--- config.mk ---
export PLATFORM = sky130hd
export DESIGN_NAME = eewp_core
export DESIGN_NICKNAME = d
export VERILOG_FILES = /design/src/rtl/eewp_pkg.sv /design/src/rtl/eewp_bus.sv /design/src/rtl/eewp_wr_ctrl.sv /design/src/rtl/eewp_mem.sv /design/src/rtl/eewp_core.sv
export SDC_FILE = /design/constraint.sdc
export NUM_CORES = 2
export LEC_CHECK = 0
export ABC_AREA = 0
export BUFFER_PORTS_ARGS = -buffer_cell sky130_fd_sc_hd__buf_2
export CORE_ASPECT_RATIO = 1.5
export CORE_MARGIN = 5
export CORE_UTILIZATION = 58
export CTS_BUF_LIST = sky130_fd_sc_hd__clkbuf_4 sky130_fd_sc_hd__clkbuf_8
export DETAILED_ROUTE_END_ITERATION = 8
export PLACE_DENSITY = 0.77
export SLEW_MARGIN = 20
export SYNTH_ARGS = -nofsm -noshare
export SYNTH_HDL_FRONTEND = slang
export SYNTH_SLANG_ARGS = --single-unit
--- constraint.sdc ---
create_clock -name clk_i -period 2.85 [get_ports clk_i]
set_input_delay 0.285 -clock clk_i [delete_from_list [all_inputs] [get_ports clk_i]]
set_output_delay 0.285 -clock clk_i [all_outputs]
set_load 0.05 [all_outputs]
--- src/rtl/eewp_pkg.sv ---
package eewp_pkg;
  localparam logic [3:0] DEV_TYPE = 4'b1010;

  typedef enum logic [2:0] {
    BUS_IDLE, BUS_DEV, BUS_WADDR, BUS_WDATA, BUS_RD, BUS_SKIP
  } bus_st_e;

  typedef enum logic {WR_IDLE, WR_CYCLE} wr_st_e;

  typedef struct packed {
    logic start;   // START or repeated START seen
    logic stop;    // STOP seen
    logic whole;   // stop lands on a data byte boundary with data received
    logic byte_v;  // data byte complete (edge sampling bit 0)
    logic first;   // that byte is the first data byte of the frame
  } bus_evt_t;
endpackage

--- src/rtl/eewp_bus.sv ---
module eewp_bus
  import eewp_pkg::*;
#(
  parameter int ADDR_W = 8,
  parameter int PAGE_W = 3
) (
  input  logic              clk_i,
  input  logic              rst_ni,
  input  logic              scl_i,
  input  logic              sda_i,
  input  logic [2:0]        pin_sel_i,
  input  logic              busy_i,
  input  logic [7:0]        rd_data_i,
  output logic              sda_oe_o,
  output logic [ADDR_W-1:0] ptr_o,
  output bus_evt_t          evt_o,
  output logic [7:0]        wdata_o
);
  logic scl_q, sda_q, scl_d, sda_d;
  logic scl_rise, scl_fall, start_det, stop_det;
  bus_st_e st;
  logic [3:0] cnt;
  logic ack_ph, drive, ack_ok, rnw, mack, got_data;
  logic [6:0] sh;
  logic [7:0] tx, rx_byte;
  logic [ADDR_W-1:0] ptr;

  always_ff @(posedge clk_i or negedge rst_ni) begin
    if (!rst_ni) begin
      scl_q <= 1'b1; sda_q <= 1'b1; scl_d <= 1'b1; sda_d <= 1'b1;
    end else begin
      scl_q <= scl_i; sda_q <= sda_i; scl_d <= scl_q; sda_d <= sda_q;
    end
  end

  assign scl_rise  = scl_q & ~scl_d;
  assign scl_fall  = ~scl_q & scl_d;
  assign start_det = scl_q & scl_d & sda_d & ~sda_q;
  assign stop_det  = scl_q & scl_d & ~sda_d & sda_q;
  assign rx_byte   = {sh, sda_q};

  always_comb begin
    evt_o.start  = start_det;
    evt_o.stop   = stop_det;
    // the stop's own SCL rise shifts one bit, so a boundary shows as cnt==1
    evt_o.whole  = (st == BUS_WDATA) && (cnt == 4'd1) && !ack_ph && got_data;
    evt_o.byte_v = (st == BUS_WDATA) && scl_rise && !ack_ph && (cnt == 4'd7);
    evt_o.first  = !got_data;
  end

  assign wdata_o  = rx_byte;
  assign ptr_o    = ptr;
  assign sda_oe_o = drive;

  always_ff @(posedge clk_i or negedge rst_ni) begin
    if (!rst_ni) begin
      st <= BUS_IDLE; cnt <= '0; ack_ph <= 1'b0; drive <= 1'b0;
      ack_ok <= 1'b0; rnw <= 1'b0; mack <= 1'b1; got_data <= 1'b0;
      sh <= '0; tx <= '0; ptr <= '0;
    end else if (start_det) begin
      st <= BUS_DEV; cnt <= '0; ack_ph <= 1'b0; drive <= 1'b0; got_data <= 1'b0;
    end else if (stop_det) begin
      st <= BUS_IDLE; cnt <= '0; ack_ph <= 1'b0; drive <= 1'b0;
    end else begin
      unique case (st)
        BUS_DEV, BUS_WADDR, BUS_WDATA: begin
          if (scl_rise && !ack_ph && cnt < 4'd8) begin
            sh  <= rx_byte[6:0];
            cnt <= cnt + 4'd1;
            if (cnt == 4'd7) begin
              ack_ok <= 1'b1;
              if (st == BUS_DEV) begin
                ack_ok <= (rx_byte[7:1] == {DEV_TYPE, pin_sel_i}) && !busy_i;
                rnw    <= rx_byte[0];
              end else if (st == BUS_WADDR) begin
                ptr <= rx_byte[ADDR_W-1:0];
              end else begin
                got_data <= 1'b1;
                ptr[PAGE_W-1:0] <= ptr[PAGE_W-1:0] + 1'b1;
              end
            end
          end else if (scl_fall && !ack_ph && cnt == 4'd8) begin
            ack_ph <= 1'b1;
            drive  <= ack_ok;
            cnt    <= '0;
          end else if (scl_fall && ack_ph) begin
            ack_ph <= 1'b0;
            drive  <= 1'b0;
            if (st == BUS_DEV) begin
              if (!ack_ok) st <= BUS_SKIP;
              else if (rnw) begin
                st    <= BUS_RD;
                drive <= ~rd_data_i[7];
                tx    <= {rd_data_i[6:0], 1'b0};
                cnt   <= 4'd1;
              end else st <= BUS_WADDR;
            end else if (st == BUS_WADDR) begin
              st <= BUS_WDATA;
            end
          end
        end
        BUS_RD: begin
          if (scl_fall && !ack_ph) begin
            if (cnt == 4'd8) begin
              drive  <= 1'b0;
              ack_ph <= 1'b1;
              ptr    <= ptr + 1'b1;
            end else begin
              drive <= ~tx[7];
              tx    <= {tx[6:0], 1'b0};
              cnt   <= cnt + 4'd1;
            end
          end else if (scl_rise && ack_ph) begin
            mack <= sda_q;
          end else if (scl_fall && ack_ph) begin
            ack_ph <= 1'b0;
            if (!mack) begin
              drive <= ~rd_data_i[7];
              tx    <= {rd_data_i[6:0], 1'b0};
              cnt   <= 4'd1;
            end else begin
              st <= BUS_SKIP;
            end
          end
        end
        default: ;
      endcase
    end
  end
endmodule

--- src/rtl/eewp_wr_ctrl.sv ---
module eewp_wr_ctrl
  import eewp_pkg::*;
#(
  parameter int          ADDR_W       = 8,
  parameter int          PAGE_W       = 3,
  parameter int          TWR_CYC      = 500000,
  parameter int          WP_SETUP_CYC = 10,
  parameter logic [7:0]  SCRAMBLE     = 8'h5A,
  localparam int         LANES        = 1 << PAGE_W,
  localparam int         ROW_W        = ADDR_W - PAGE_W
) (
  input  logic                 clk_i,
  input  logic                 rst_ni,
  input  bus_evt_t             evt_i,
  input  logic [7:0]           wdata_i,
  input  logic [ADDR_W-1:0]    ptr_i,
  input  logic                 wp_i,
  output logic                 busy_o,
  output logic                 wp_err_o,
  output logic                 mem_we_o,
  output logic [ROW_W-1:0]     mem_row_o,
  output logic [LANES-1:0]     mem_mask_o,
  output logic [LANES*8-1:0]   mem_wdata_o
);
  localparam int TW_W = $clog2(TWR_CYC + 1);
  localparam int SU_W = $clog2(WP_SETUP_CYC + 1);

  wr_st_e st;
  logic [LANES-1:0][7:0] page_buf;
  logic [LANES-1:0] mask;
  logic [ROW_W-1:0] row;
  logic win, cancel, wp_d, err, finish, launch, win_hit, first_edge;
  logic [TW_W-1:0] timer;
  logic [SU_W-1:0] su_cnt;

  assign first_edge = evt_i.byte_v && evt_i.first;
  assign finish  = (st == WR_CYCLE) && (wp_i || timer == TW_W'(TWR_CYC - 1));
  assign launch  = evt_i.stop && evt_i.whole && (|mask) && !cancel && !wp_i;
  assign win_hit = (win || first_edge) && wp_i;

  assign busy_o      = (st == WR_CYCLE);
  assign wp_err_o    = err;
  assign mem_we_o    = finish;
  assign mem_row_o   = row;
  assign mem_mask_o  = mask;
  assign mem_wdata_o = wp_i ? {LANES{SCRAMBLE}} : page_buf;

  always_ff @(posedge clk_i or negedge rst_ni) begin
    if (!rst_ni) begin
      wp_d   <= 1'b0;
      su_cnt <= SU_W'(WP_SETUP_CYC);
    end else begin
      wp_d <= wp_i;
      if (wp_i != wp_d) su_cnt <= '0;
      else if (su_cnt < SU_W'(WP_SETUP_CYC)) su_cnt <= su_cnt + 1'b1;
    end
  end

  always_ff @(posedge clk_i or negedge rst_ni) begin
    if (!rst_ni) begin
      st <= WR_IDLE; page_buf <= '0; mask <= '0; row <= '0;
      win <= 1'b0; cancel <= 1'b0; err <= 1'b0; timer <= '0;
    end else begin
      if (evt_i.start) err <= 1'b0;
      else if (st == WR_IDLE && first_edge && su_cnt < SU_W'(WP_SETUP_CYC)) err <= 1'b1;

      unique case (st)
        WR_IDLE: begin
          if (launch) begin
            st    <= WR_CYCLE;
            timer <= '0;
            win   <= 1'b0;
          end else if (evt_i.start || evt_i.stop) begin
            mask <= '0; win <= 1'b0; cancel <= 1'b0;
          end else begin
            if (evt_i.byte_v) begin
              page_buf[ptr_i[PAGE_W-1:0]] <= wdata_i;
              mask[ptr_i[PAGE_W-1:0]]     <= 1'b1;
              if (evt_i.first) begin
                row <= ptr_i[ADDR_W-1:PAGE_W];
                win <= 1'b1;
              end
            end
            if (win_hit) cancel <= 1'b1;
          end
        end
        WR_CYCLE: begin
          timer <= timer + 1'b1;
          if (finish) begin
            st <= WR_IDLE; mask <= '0; cancel <= 1'b0;
          end
        end
        default: st <= WR_IDLE;
      endcase
    end
  end
endmodule

--- src/rtl/eewp_mem.sv ---
module eewp_mem #(
  parameter int         ADDR_W = 8,
  parameter int         PAGE_W = 3,
  parameter logic [7:0] ERASED = 8'hFF,
  localparam int        LANES  = 1 << PAGE_W,
  localparam int        ROW_W  = ADDR_W - PAGE_W,
  localparam int        ROWS   = 1 << ROW_W
) (
  input  logic               clk_i,
  input  logic               rst_ni,
  input  logic               we_i,
  input  logic [ROW_W-1:0]   row_i,
  input  logic [LANES-1:0]   mask_i,
  input  logic [LANES*8-1:0] wdata_i,
  input  logic [ADDR_W-1:0]  raddr_i,
  output logic [7:0]         rdata_o
);
  logic [LANES*8-1:0] rows_q [ROWS];

  for (genvar g = 0; g < ROWS; g++) begin : g_row
    logic [LANES*8-1:0] q;
    always_ff @(posedge clk_i or negedge rst_ni) begin
      if (!rst_ni) q <= {LANES{ERASED}};
      else if (we_i && row_i == ROW_W'(g)) begin
        for (int l = 0; l < LANES; l++)
          if (mask_i[l]) q[l*8 +: 8] <= wdata_i[l*8 +: 8];
      end
    end
    assign rows_q[g] = q;
  end

  assign rdata_o = rows_q[raddr_i[ADDR_W-1:PAGE_W]][raddr_i[PAGE_W-1:0]*8 +: 8];
endmodule

--- src/rtl/eewp_core.sv ---
module eewp_core
  import eewp_pkg::*;
#(
  parameter int         ADDR_W       = 8,
  parameter int         PAGE_W       = 3,
  parameter int         TWR_CYC      = 500000,
  parameter int         WP_SETUP_CYC = 10,
  parameter logic [7:0] SCRAMBLE     = 8'h5A
) (
  input  logic       clk_i,
  input  logic       rst_ni,
  input  logic       scl_i,
  input  logic       sda_i,
  output logic       sda_oe_o,
  input  logic [2:0] pin_sel_i,
  input  logic       wp_i,
  output logic       busy_o,
  output logic       wp_err_o
);
  localparam int LANES = 1 << PAGE_W;
  localparam int ROW_W = ADDR_W - PAGE_W;

  bus_evt_t           evt;
  logic [7:0]         wdata, rdata;
  logic [ADDR_W-1:0]  ptr;
  logic               mem_we;
  logic [ROW_W-1:0]   mem_row;
  logic [LANES-1:0]   mem_mask;
  logic [LANES*8-1:0] mem_wdata;

  eewp_bus #(.ADDR_W(ADDR_W), .PAGE_W(PAGE_W)) u_bus (
    .clk_i, .rst_ni, .scl_i, .sda_i, .pin_sel_i,
    .busy_i(busy_o), .rd_data_i(rdata), .sda_oe_o,
    .ptr_o(ptr), .evt_o(evt), .wdata_o(wdata)
  );

  eewp_wr_ctrl #(
    .ADDR_W(ADDR_W), .PAGE_W(PAGE_W), .TWR_CYC(TWR_CYC),
    .WP_SETUP_CYC(WP_SETUP_CYC), .SCRAMBLE(SCRAMBLE)
  ) u_ctrl (
    .clk_i, .rst_ni, .evt_i(evt), .wdata_i(wdata), .ptr_i(ptr), .wp_i,
    .busy_o, .wp_err_o, .mem_we_o(mem_we), .mem_row_o(mem_row),
    .mem_mask_o(mem_mask), .mem_wdata_o(mem_wdata)
  );

  eewp_mem #(.ADDR_W(ADDR_W), .PAGE_W(PAGE_W)) u_mem (
    .clk_i, .rst_ni, .we_i(mem_we), .row_i(mem_row), .mask_i(mem_mask),
    .wdata_i(mem_wdata), .raddr_i(ptr), .rdata_o(rdata)
  );
endmodule

==> After elaboration in Yosys (flattened, before gate mapping) <==
Cells that the tools add are included.
{ "totals": {"regBits": 2193, "inputBits": 8, "output_inout_bits": 3, "elab_cells": 864} }
{ "op_classes": {"addsub": 5, "order_cmp": 5, "n_eq_ne": 84, "n_shift": 1, "mux": 111, "bitwise": 22, "reduce_logical": 347} }
{ "op_table": {"columns": ["op", "n"], "rows": [
  ["$reduce_and 2->1", 256],
  ["$bmux 64 s5", 1],
  ["$mux 64", 3],
  ["$mux 8", 21],
  ["$eq 5x5->1 const B", 16],
  ["$bwmux 64", 1],
  ["$shiftx 64x7->8", 1],
  ["$mux 4", 15],
  ["$logic_and 1x1->1", 55],
  ["$pmux 8 s2", 3],
  ["$mux 1", 42],
  ["$mux 3", 14],
  ["$eq 5x4->1 const B", 8],
  ["$pmux 19 s2", 1],
  ["$ne 2x1->1 const B", 14],
  ["$reduce_and 9->1", 3],
  ["$demux 8 s3", 1],
  ["$ne 6x1->1 const B", 4],
  ["$eq 5x3->1 const B", 4],
  ["$add 19x1->19 const B", 1],
  ["$eq 19x19->1 const B", 1],
  ["$mux 19", 1],
  ["$reduce_and 6->1", 3],
  ["$ne 4x2->1 const B", 4],
  ["47 further kinds", 102]
]} }

==> Logic depth before layout (Yosys ltp) <==
{ "logic_depth": {"word_depth": 15, "ltp_mapped": 14, "depth_no_buf": 9} }

==> Modules after synthesis <==
From an unflattened synthesis, not the netlist that was laid out.
{ "unflattened": {"cells_unflattened": 6591, "hier_area_um2": 102545.8} }
{ "by_module_without_submodules": {"columns": ["module", "n_inst", "cells_per_inst", "area_per_inst_um2"], "rows": [
  ["eewp_mem", 1, 5960, 95387.7],
  ["eewp_wr_ctrl", 1, 392, 4750.8],
  ["eewp_bus", 1, 239, 2407.3]
]} }

==> Worst setup path after synthesis <==
OpenSTA, ideal clock, no wires.
{ "synth_timing": {"path_type": "reg2reg", "start": "register u_bus.ptr[3], in the netlist u_bus.ptr_o[3]", "end": "register u_bus.tx[4]", "t_arrival_ns": 2.705, "t_required_ns": 2.713, "path_slack_ns": 0.007, "path_stages_with_launch": 12, "path_buffers": 6, "path_cell_list": "dfrtp_1 -> buf_6 -> buf_12 -> buf_12 -> buf_6 -> buf_4 -> buf_2 -> mux4_2 -> a22oi_1 -> nand3_1 -> a2111oi_1 -> a21oi_1"} }
{ "synth_via": {"elab_chain_cells": 12, "word_cells_on_any_way": 16, "cone_classes": "shift (1); mux (14); bitwise (1)"} }
{ "synth_rtl": {"columns": ["element", "line_no", "text"], "rows": [
  ["start, declared", "eewp_bus.sv:26", "logic [ADDR_W-1:0] ptr;"],
  ["start signal, assigned", "eewp_bus.sv:76", "ptr <= rx_byte[ADDR_W-1:0];"],
  ["start signal, assigned by index", "eewp_bus.sv:79", "ptr[PAGE_W-1:0] <= ptr[PAGE_W-1:0] + 1'b1;"],
  ["start signal, assigned", "eewp_bus.sv:107", "ptr <= ptr + 1'b1;"],
  ["$not 5->6 (not written as such) *", "eewp_mem.sv:32", "assign rdata_o = rows_q[raddr_i[ADDR_W-1:PAGE_W]][raddr_i[PAGE_W-1:0]*8 +: 8];"],
  ["$bmux 64 s5 *", "eewp_mem.sv:32", null],
  ["$mux 64 (not written as such) * (2 in a row)", "eewp_mem.sv:32", null],
  ["$shiftx 64x7->8 *", "eewp_mem.sv:32", null],
  ["$mux 8", "eewp_bus.sv:91", "else if (rnw) begin"],
  ["$mux 8", "eewp_bus.sv:90", "if (!ack_ok) st <= BUS_SKIP;"],
  ["$mux 8", "eewp_bus.sv:89", "if (st == BUS_DEV) begin"],
  ["$mux 8", "eewp_bus.sv:86", "end else if (scl_fall && ack_ph) begin"],
  ["$mux 8", "eewp_bus.sv:82", "end else if (scl_fall && !ack_ph && cnt == 4'd8) begin"],
  ["$mux 8", "eewp_bus.sv:67", "if (scl_rise && !ack_ph && cnt < 4'd8) begin"],
  ["$pmux 8 s2 *", "eewp_bus.sv:65", "unique case (st)"],
  ["end signal, assigned", "eewp_bus.sv:94", "tx <= {rd_data_i[6:0], 1'b0};"],
  ["end signal, assigned", "eewp_bus.sv:110", "tx <= {tx[6:0], 1'b0};"],
  ["end signal, assigned", "eewp_bus.sv:119", "tx <= {rd_data_i[6:0], 1'b0};"],
  ["end, declared", "eewp_bus.sv:25", "logic [7:0] tx, rx_byte;"]
]} }
Every way passes the cells marked *; elsewhere a longest branch is shown, timed or not. The select of a mux whose other input is x is not followed.
A chain may end at the register's enable or synchronous reset.

==> Final worst setup path <==
{ "layout_timing": {"start": "register u_bus.ptr[0], in the netlist u_bus.ptr_o[0]", "end": "register u_bus.tx[3]"} }
{ "layout_via": {"elab_chain_cells": 8, "word_cells_on_any_way": 12, "cone_classes": "shift (1); mux (11)"} }
{ "layout_rtl": {"columns": ["element", "line_no"], "rows": [
  ["$shiftx 64x7->8 *", "eewp_mem.sv:32"],
  ["$mux 8", "eewp_bus.sv:91"],
  ["$mux 8", "eewp_bus.sv:90"],
  ["$mux 8", "eewp_bus.sv:89"],
  ["$mux 8", "eewp_bus.sv:86"],
  ["$mux 8", "eewp_bus.sv:82"],
  ["$mux 8", "eewp_bus.sv:67"],
  ["$pmux 8 s2 *", "eewp_bus.sv:65"]
]} }
Marked as above.

==> flow_summary.yaml <==
run_status:
  status: "complete, but fails checks"
  violations: "negative setup slack"
critical_path:
  start_kind: "flop"
  critical-path-slowest-cell: "dfrtp_1"
  ff2ff_path_depth: 8
  cp_max_fo: 19
  regToRegEndpoint: "u_bus.tx[3]$_DFFE_PN0P_"
  critical_path_arrival_ns: 4.21
  rr_startpoint: "u_bus.ptr_o[0]$_DFFE_PN0P_"
  critical-path-max-stage-delay_ns: 0.84
  crit_chain: "buf_12 > nand2b_1 > buf_4 > a21oi_2 > or4_1 > nand3_1 > o211ai_1 > o31a_1"
  crit_type: "flop to flop"
  critPathRequiredTime_ns: 3.79
  rrSetupSlack_ns: -0.42
  critPathCaptureType: "flop"
yosys:
  ys_seq_elements: 2192
  synth_area_um2: 98400
  yosysTopAreaCell: "dfstp_2"
  syn_inst: 8938
  synth.distinct_cells: 71
  syn_nets: 8952
  synth_flop_cell: "dfstp_2"
  ys_top_cells_by_area: "dfstp_2 55%, mux4_2 11%, o21ai_0 11%, nand2_1 8.8%, dfrtp_1 3.5%"
  async_flop_share_pct: 100
  syn-mean-instance-area_um2: 11.0
  synth_edf_count: 0
  synth_top_area_share_pct: 54.8
  yosysSeqAreaShare_pct: 58.3
  yosys_warnings: 0
floorplanning:
  rows: 185
  start_util_pct: 58.2
  fp.coreArea_um2: 169000
  die_width_um: 346
  die_h_um: 515
  fp.dieArea_um2: 178000
  ios: 11
global_route:
  grt_pass1_wl_um: 488000
  overflow: 0
  grtUsageTotal_pct: 35.9
  grt_pass1_vias: 79400
  grt_max_degree: 119
  antenna_found_initial: 21
clock_network:
  clock-sinks: 2192
  clock_latency_ns: 1.07
  cts_tree: "yes"
  clk_pin_slew_worst_paths_ns: 0.07
  clockRootBuffer: "clkbuf_8"
  cts_made_buffers: 327
  cts_buffer_depth: 4
  htree_levels: 5
final_layout:
  drive_gt1_share_pct: 44.2
  num-fill-cells: 11300
  final_nets: 9462
  mostFrequentLayoutCell: "nand2_1"
  area_growth_pct: 17.5
  layout.cells.most_common_list: "2296 x nand2_1, 2089 x o21ai_0, 2055 x dfstp_2"
  fin_area_um2: 116000
detailed_routing:
  wl_per_cell_um: 26.9
  first_pass_iters: 6
  drt_drc_violations_left: 0
  vias: 77200
  vias_per_cell: 6.46
  ant_nets: 0
  drtIter0Drc: 8512
  wl_um: 322000
power:
  p_per_area_nw_per_um2: 529
  p_leak_nw: 41.6
  ir_drop_v: 0.000320
  power.total_mw: 61.2
sta:
  rsz0062_at_grt: "true"
  clock_skew_ns: 0.0589
  slew_viol_final: 0
  tightest_slew_ns: 1.43
  final-setup-viol-count: 15
  fin_crit_sh_pct: 115
  hold_viol: 0
  fmax_mhz: 306
  slew_headroom_pct: 4.73
  timing.final.crit_period_ns: 3.27
  layout_setup_ws_ns: -0.417
placed_design:
  gp_congestion: 1.01
  hpwlAfterDp_um: 213000
  place_area_um2: 107000
  placement.io_buffers: 10
min_path:
  hp-class: "input port to asynchronous set/reset pin"
run:
  maxCapViolations: 0
==> worst max path at each step <==
stage / startpoint / to / slack [ns] / cells past startpoint
after floorplan: u_bus.ptr_o[3]$_DFFE_PN0P_ / u_bus.tx[4]$_DFFE_PN0P_ / 0.007 / 11
after global placement: u_bus.ptr_o[3]$_DFFE_PN0P_ / u_bus.tx[1]$_DFFE_PN0P_ / -0.55 / 11
after detailed placement: u_bus.ptr_o[3]$_DFFE_PN0P_ / u_bus.tx[1]$_DFFE_PN0P_ / -0.55 / 10
after CTS: u_bus.ptr_o[3]$_DFFE_PN0P_ / u_bus.tx[1]$_DFFE_PN0P_ / -0.26 / 12
after global routing: u_bus.ptr_o[3]$_DFFE_PN0P_ / u_bus.sda_oe_o$_DFFE_PN0P_ / -0.44 / 14
final: u_bus.ptr_o[0]$_DFFE_PN0P_ / u_bus.tx[3]$_DFFE_PN0P_ / -0.42 / 8
==> routing by layer <==
| metal | GRT usage (%) | share of wire [%] |
|---|---|---|
| met1 | 41.7 | 34 |
| met2 | 56.4 | 46 |
| met3 | 9.68 | 10 |
| met4 | 28.9 | 9.7 |
| met5 | 0 | 0.029 |
==> what timing repair did <==
item	CTS	global route
endpoints found under the hold margin	411	0
pin swaps	24	26
cloned	11	0
hold buffers	8	0
endpoints found under the setup margin	392	1868
setup buffers	43	12
gates resized for setup	142	58
==> cell type report <==
type,count,area (um2),area share [%]
Clock buffer,521,6480,5.60
Clock inverter,44,397,0.343
Sequential cell,2192,57400,49.6
Antenna cell,14,35.0,0.0303
Timing Repair Buffer,937,9950,8.60
Multi-Input combinational cell,5979,38500,33.3
Tap cell,2244,2810,2.43
Inverter,11,43.8,0.0379
==> cell usage after synthesis (all sizes together) (16+ instances only) <==
cell    instances
o21ai        2113
o22ai          20
mux4          489
nand2b         46
a21oi          89
o211ai         16
nor2b          23
dfrtp         137
nand3         199
nand2        2297
a31oi          17
dfstp        2055
clkbuf        625
nor2          108
and3           19
a22o           28
nor3           30
mux2           77
a221oi         30
a22oi          89
buf           131
mux2i         127
==> cells by family after synthesis <==
| logic type | after synthesis | synth area share [%] |
|---|---|---|
| fa+ha+maj | 6 | 0.0763 |
| mux | 693 | 13.4 |
| xor+xnor | 9 | 0.0801 |
| simple gates | 2794 | 11.4 |
| buf+inv | 767 | 3.34 |
| flops | 2192 | 58.3 |
| compound gates | 2477 | 13.4 |
==> through the flow <==
| step | setup slack, ns | std cells | utilization (%) | hold WS [ns] | setup TNS, ns |
|---|---|---|---|---|---|
| floorplan | 0.00738 | 8938 | - | -0.0106 | 0 |
| global placement | -0.552 | 11300 | 63.3 | 0.392 | -6.55 |
| detailed placement | -0.551 | 11300 | 63.3 | 0.396 | -12.66 |
| CTS | -0.261 | 11900 | 68.2 | 0.176 | -1.68 |
| global route | -0.439 | 11900 | 68.4 | 0.235 | -3.01 |
| finish | -0.417 | 11900 | 68.4 | 0.224 | -2.91 |
==> power breakdown <==
group | switching, mW | internal [mW]
sequential | 0.193 | 31.5
clock | 12.3 | 14.9
combinational | 1.72 | 0.641
==> state kept, by name (all words and copies together) (netlist names), 3 cells and up <==
| signal | flops |
|---|---|
| u_bus.cnt | 4 |
| u_bus.ptr_o | 8 |
| u_bus.sh | 7 |
| u_bus.st | 3 |
| u_bus.tx | 7 |
| u_ctrl.mem_mask_o | 8 |
| u_ctrl.mem_row_o | 5 |
| u_ctrl.page_buf | 64 |
| u_ctrl.su_cnt | 4 |
| u_ctrl.timer | 19 |
| u_mem.g_row.q | 2048 |
==> worst max-delay path, delay by kind of cell, from the launching register on <==
| family | cells | cell delay, ns |
|---|---|---|
| flip-flops | 1 | 0.84 |
| AO/OA/AOI/OAI | 3 | 0.63 |
| AND/OR/NAND/NOR | 3 | 1.15 |
| buffers and inverters | 2 | 0.50 |
No activity file was read; power rests on OpenSTA's default activity.
